**src/rtl/bcd_ctr_pkg.sv**
```systemverilog
// Package: shared types and the period rule for the rate prescaler.
// Assumes levels count from 1; level 0 is handled by the caller.
package bcd_ctr_pkg;

    typedef logic [3:0] bcd_t;

    // Step period in clock cycles for a level of 1 or more (never below 1).
    function automatic int unsigned step_period(input int unsigned base,
                                                input int unsigned lvl);
        int unsigned p;
        p = (lvl == 0) ? base : (base >> (lvl - 1));
        if (p == 0) p = 1;
        return p;
    endfunction

endpackage

```
**src/rtl/rate_tick_gen.sv**
```systemverilog
// Module: rate_tick_gen
// Divides the clock into a one-cycle step pulse whose period depends on
// the speed level. Restarts from zero whenever the level changes, holds
// while paused, and stays idle for level 0 or levels above MAX_LEVEL.
// Assumes a synchronous active-low reset.
module rate_tick_gen
    import bcd_ctr_pkg::*;
#(
    parameter int unsigned BASE_DIV  = 50_000_000,
    parameter int unsigned MAX_LEVEL = 5,
    parameter int unsigned LVL_W     = 3,
    localparam int unsigned CNT_W    = $clog2(BASE_DIV + 1)
) (
    input  logic             clk,
    input  logic             rst_n,
    input  logic [LVL_W-1:0] speed_lvl,
    input  logic             hold,
    output logic             step_tick
);

    logic [LVL_W-1:0] lvl_q;
    logic [CNT_W-1:0] div_q;
    logic [CNT_W-1:0] last_val;
    logic             lvl_active;
    logic             tick_q;

    // Decode the stored level into the last count value of a period.
    always_comb begin
        int unsigned per;
        per        = step_period(BASE_DIV, int'(lvl_q));
        last_val   = CNT_W'(per - 1);
        lvl_active = (lvl_q != '0) && (int'(lvl_q) <= int'(MAX_LEVEL));
    end

    // Advance the divider, restart it on a level change, emit the pulse.
    always_ff @(posedge clk) begin
        if (!rst_n) begin
            lvl_q  <= '0;
            div_q  <= '0;
            tick_q <= 1'b0;
        end else if (speed_lvl != lvl_q) begin
            lvl_q  <= speed_lvl;
            div_q  <= '0;
            tick_q <= 1'b0;
        end else if (hold || !lvl_active) begin
            tick_q <= 1'b0;
        end else if (div_q == last_val) begin
            div_q  <= '0;
            tick_q <= 1'b1;
        end else begin
            div_q  <= div_q + 1'b1;
            tick_q <= 1'b0;
        end
    end

    assign step_tick = tick_q;

endmodule

```
**src/rtl/bcd_digit_cell.sv**
```systemverilog
// Module: bcd_digit_cell
// One decimal digit of the counter. Steps up or down when told to,
// wraps 9->0 or 0->9, and flags the wrap so the next digit can step.
// Also exposes its next value so a neighbour can capture it.
module bcd_digit_cell
    import bcd_ctr_pkg::*;
(
    input  logic clk,
    input  logic rst_n,
    input  logic step_in,
    input  logic down,
    output bcd_t digit_q,
    output bcd_t digit_nxt,
    output logic wrap_out
);

    logic at_edge;

    // Work out the next digit value and whether this step wraps.
    always_comb begin
        at_edge  = down ? (digit_q == 4'd0) : (digit_q == 4'd9);
        wrap_out = step_in && at_edge;
        if (!step_in)
            digit_nxt = digit_q;
        else if (down)
            digit_nxt = at_edge ? 4'd9 : digit_q - 4'd1;
        else
            digit_nxt = at_edge ? 4'd0 : digit_q + 4'd1;
    end

    // Hold the digit.
    always_ff @(posedge clk) begin
        if (!rst_n) digit_q <= 4'd0;
        else        digit_q <= digit_nxt;
    end

endmodule

```
**src/rtl/seg7_decode.sv**
```systemverilog
// Module: seg7_decode
// Maps one BCD digit to seven active-high segment lines, bit 0 = a
// through bit 6 = g. Values above 9 blank the digit.
module seg7_decode
    import bcd_ctr_pkg::*;
(
    input  bcd_t       digit,
    output logic [6:0] seg
);

    // Segment lookup.
    always_comb begin
        unique case (digit)
            4'd0:    seg = 7'h3F;
            4'd1:    seg = 7'h06;
            4'd2:    seg = 7'h5B;
            4'd3:    seg = 7'h4F;
            4'd4:    seg = 7'h66;
            4'd5:    seg = 7'h6D;
            4'd6:    seg = 7'h7D;
            4'd7:    seg = 7'h07;
            4'd8:    seg = 7'h7F;
            4'd9:    seg = 7'h6F;
            default: seg = 7'h00;
        endcase
    end

endmodule

```
**src/rtl/bcd_speed_counter.sv**
```systemverilog
// Module: bcd_speed_counter
// Multi-digit BCD up/down counter stepped by a level-selected prescaler.
// It has pause, synchronous active-low reset (priority: reset > pause >
// count) and a lap freeze that holds only the displayed copy.
// Assumes the inputs are synchronous to clk and already debounced.
module bcd_speed_counter
    import bcd_ctr_pkg::*;
#(
    parameter int unsigned DIGITS    = 4,
    parameter int unsigned BASE_DIV  = 50_000_000,
    parameter int unsigned MAX_LEVEL = 5,
    localparam int unsigned LVL_W    = $clog2(MAX_LEVEL + 1),
    localparam int unsigned BCD_W    = 4 * DIGITS,
    localparam int unsigned SEG_W    = 7 * DIGITS
) (
    input  logic             clk,
    input  logic             rst_n,
    input  logic [LVL_W-1:0] speed_lvl,
    input  logic             count_down,
    input  logic             hold,
    input  logic             lap_freeze,
    output logic [BCD_W-1:0] live_bcd,
    output logic [BCD_W-1:0] shown_bcd,
    output logic [SEG_W-1:0] shown_seg
);

    logic             step_tick;
    logic [DIGITS:0]  step_chain;
    logic [BCD_W-1:0] live_nxt;
    logic [BCD_W-1:0] lap_q;

    rate_tick_gen #(
        .BASE_DIV  (BASE_DIV),
        .MAX_LEVEL (MAX_LEVEL),
        .LVL_W     (LVL_W)
    ) u_rate (
        .clk       (clk),
        .rst_n     (rst_n),
        .speed_lvl (speed_lvl),
        .hold      (hold),
        .step_tick (step_tick)
    );

    // The lowest digit steps on a tick unless paused.
    assign step_chain[0] = step_tick && !hold;

    for (genvar gi = 0; gi < DIGITS; gi++) begin : g_digit
        bcd_digit_cell u_cell (
            .clk       (clk),
            .rst_n     (rst_n),
            .step_in   (step_chain[gi]),
            .down      (count_down),
            .digit_q   (live_bcd[4*gi +: 4]),
            .digit_nxt (live_nxt[4*gi +: 4]),
            .wrap_out  (step_chain[gi+1])
        );
    end

    // Track the live count while the lap switch is off; hold it while on.
    always_ff @(posedge clk) begin
        if (!rst_n)          lap_q <= '0;
        else if (!lap_freeze) lap_q <= live_nxt;
    end

    assign shown_bcd = lap_freeze ? lap_q : live_bcd;

    for (genvar gs = 0; gs < DIGITS; gs++) begin : g_seg
        seg7_decode u_seg (
            .digit (shown_bcd[4*gs +: 4]),
            .seg   (shown_seg[7*gs +: 7])
        );
    end

endmodule

```
**config.mk**
```make
export PLATFORM = sky130hd
export DESIGN_NAME = bcd_speed_counter
export DESIGN_NICKNAME = d
export VERILOG_FILES = /design/src/rtl/bcd_ctr_pkg.sv /design/src/rtl/rate_tick_gen.sv /design/src/rtl/bcd_digit_cell.sv /design/src/rtl/seg7_decode.sv /design/src/rtl/bcd_speed_counter.sv
export SDC_FILE = /design/constraint.sdc
export NUM_CORES = 1
export LEC_CHECK = 0
export BUFFER_PORTS_ARGS = -buffer_cell sky130_fd_sc_hd__clkbuf_2
export CORE_MARGIN = 5
export CORE_UTILIZATION = 40
export DETAILED_ROUTE_END_ITERATION = 10
export PLACE_DENSITY = 0.66
export SYNTH_ARGS = -nofsm -noshare
export SYNTH_HDL_FRONTEND = slang
export SYNTH_SLANG_ARGS = --single-unit
```
**constraint.sdc**
```tcl
create_clock -name clk -period 5.5 [get_ports clk]
set_input_delay 0.275 -clock clk [delete_from_list [all_inputs] [get_ports clk]]
set_output_delay 0.275 -clock clk [all_outputs]
set_load 0.005 [all_outputs]
```
==> flow_summary.json <==
{
  "status": "finished clean",
  "setup_viol": 0,
  "max-cap-violations": 0,
  "root_buffer": "clkbuf_16",
  "ios": 68,
  "overflow": 0,
  "path_buf_inv": 4,
  "post_cts.repair.setup_buffers": 0,
  "ir_worst_vdd_mv": 0.157,
  "die_x_um": 128,
  "hpwl_um": 10800,
  "n_antenna_cell": 0,
  "synthArstFlopShare": 0,
  "p_total_mw": 1.28,
  "dieArea_mm2": 0.0164,
  "yosysSeqAreaShare": 0.223,
  "tns_ps": 0,
  "grt_max_degree": 31,
  "clock-sinks": 62,
  "vias_per_cell": 5.71,
  "antenna_left": 0,
  "postCtsHoldBufs": 0,
  "mappedNetlistArea_mm2": 0.00557,
  "fin_crit_sh": 0.837,
  "ys_types": 77,
  "grt_usage": 0.183,
  "cts_resized": 0,
  "fin_ws_ps": 896,
  "slowest_stage": "nor2_1",
  "syn_inst": 734,
  "synth-edff-count": 0,
  "whs_ps": 153,
  "hold_viol": 0,
  "syn_to_final_growth_pct": 12.9,
  "place_congestion": 0.913,
  "yosys.area_share.simple": 0.261,
  "yosys.area_share.xor_xnor": 0.0930,
  "crit_required_ps": 5720,
  "cp-end-kind": "flip-flop",
  "worstHoldPathType": "input pin to flip-flop",
  "worst_slew_pin_slew_ps": 925,
  "path_cells": "buf_4, inv_1, ha_1, nor2_1, a311o_1, inv_1, ha_1, or3_1, a21oi_1, nor2_1, or4_1, nor4b_1, nand4_1, nor4_4, buf_4, nor3_1",
  "worstPathArrival_ps": 4820,
  "clock_latency_ps": 350,
  "grt_antenna_before_repair": 1,
  "drt-wirelength-per-cell_um": 15.5,
  "cts_buffer_depth": 2,
  "post-route-drc-count": 0,
  "fillers": 1397,
  "core_mm2": 0.0138,
  "final_max_slew_viol_count": 0,
  "grt_pass1_vias": 4969,
  "dr.pass1.iters": 5,
  "p_per_area_mw_per_mm2": 204,
  "synth_top_family_by_area": "simple AND/OR/NAND/NOR gates",
  "regArea_mm2": 0.00124,
  "start_util": 0.404,
  "ys_warn_count": 0,
  "synth_mux_area_frac": 0.0202,
  "num_rows": 43,
  "placed_area_mm2": 0.00597,
  "design_area_mm2": 0.00629,
  "ys_ff_latch": 62,
  "cp_max_fo": 25,
  "finClkSkew_ps": 11.6,
  "syn_area_per_cell_um2": 7.59,
  "placed_cells": 944,
  "max_slew_margin": 0.376,
  "vias": 5482,
  "worstSetupStartpointType": "flip-flop",
  "nNetsFinal": 826,
  "cp_top_family": "simple AND/OR/NAND/NOR gates",
  "max_freq_ghz": 0.217,
  "synth_common_cells": "nand2_1 (70), nor2_1 (68), dfxtp_1 (62), ha_1 (43), o21ai_0 (39)",
  "yosysMostFrequentCell": "nand2_1",
  "dp_slack_ps": 1000,
  "final_cells": 960,
  "drive_above_1_share": 0.137,
  "crit_type": "flip-flop to flip-flop",
  "cts_tree": "done",
  "dr.first_iter.drc_count": 413,
  "final_util": 0.457,
  "cts-htree-levels": 3,
  "synth_compound_gate_area_share": 0.242,
  "grt_pass1_wl_um": 24600,
  "numCtsBuffers": 9,
  "critical-path-max-stage-delay_ps": 560,
  "leakagePower_nw": 2.42,
  "totalWireLength_um": 14900,
  "synthAdderAreaFrac": 0.0966,
  "synthFlopType": "dfxtp_1",
  "multi_input_area_mm2": 0.00397,
  "rsz0062_at_grt": "no",
  "die_h_um": 128,
  "synth_top_area_share": 0.223,
  "yosys.area.top_type": "dfxtp_1",
  "synth_area_leaders": "dfxtp_1 (22%), ha_1 (9.7%), xnor2_1 (5.0%), nand2_1 (4.7%), nor2_1 (4.6%)",
  "synth_nets": 785,
  "port_buffers": 67,
  "period_needed_ps": 4600,
  "clkTransAtPathRegs_ps": 60
}
[cell families after synthesis]
kind of cell / Yosys count
buf+inv: 84
fa+ha+maj: 43
xor+xnor: 56
flops: 62
mux: 11
compound gates: 194
simple gates: 284
[cell usage in the layout, fill, tap and decap left out, drive strengths merged, types with 9 or more instances in the layout]
| cell type | synthesis | final |
|---|---|---|
| clkbuf | 28 | 77 |
| nand2 | 71 | 71 |
| nor2 | 68 | 68 |
| dfxtp | 62 | 62 |
| ha | 43 | 43 |
| o21ai | 39 | 39 |
| inv | 39 | 39 |
| a21oi | 37 | 37 |
| nor3 | 33 | 33 |
| xnor2 | 32 | 32 |
| xor2 | 22 | 22 |
| a211oi | 21 | 21 |
| nand3 | 18 | 18 |
| nand4 | 15 | 15 |
| o2bb2ai | 14 | 14 |
| a21boi | 12 | 12 |
| nand2b | 11 | 11 |
| a31oi | 10 | 10 |
| mux2i | 9 | 9 |
| o22ai | 9 | 9 |
[worst paths after layout]
| kind | cells after the start | slack (ps) | startpoint | endpoint |
|---|---|---|---|---|
| max | 16 | 900 | u_rate.lvl_q[1] | u_rate.div_q[10] |
| min reg2reg | 2 | 470 | lap_q[11] | lap_q[11] |
| min | 2 | 150 | speed_lvl[2] | u_rate.lvl_q[2] |
| max reg2reg | 16 | 900 | u_rate.lvl_q[1] | u_rate.div_q[10] |
[power by group]
part	switching, mW	total, mW	internal, mW
logic	0.132	0.209	0.0774
clock network	0.222	0.617	0.396
registers	0.00296	0.454	0.451
[state kept, by name, summed over array words and instances, names as in the netlist]
name                    flops
g_digit.u_cell.digit_q     16
lap_q                      16
u_rate.div_q               26
u_rate.lvl_q                3
u_rate.step_tick            1
[routing by layer]
metal,vias up,global-route usage,part of all wire
li1,2724,-,-
met1,2547,0.250,0.46
met2,179,0.275,0.43
met3,30,0.0567,0.085
met4,2,0.0556,0.019
met5,-,0,0.00074
[layout make-up]
type / instances / area share
Inverter: 40 / 0.0239
Clock buffer: 10 / 0.0364
Sequential cell: 62 / 0.197
Multi-Input combinational cell: 588 / 0.631
Tap cell: 180 / 0.0358
Clock inverter: 6 / 0.0137
Timing Repair Buffer: 74 / 0.0617
Power figures use the tool's default switching activity.
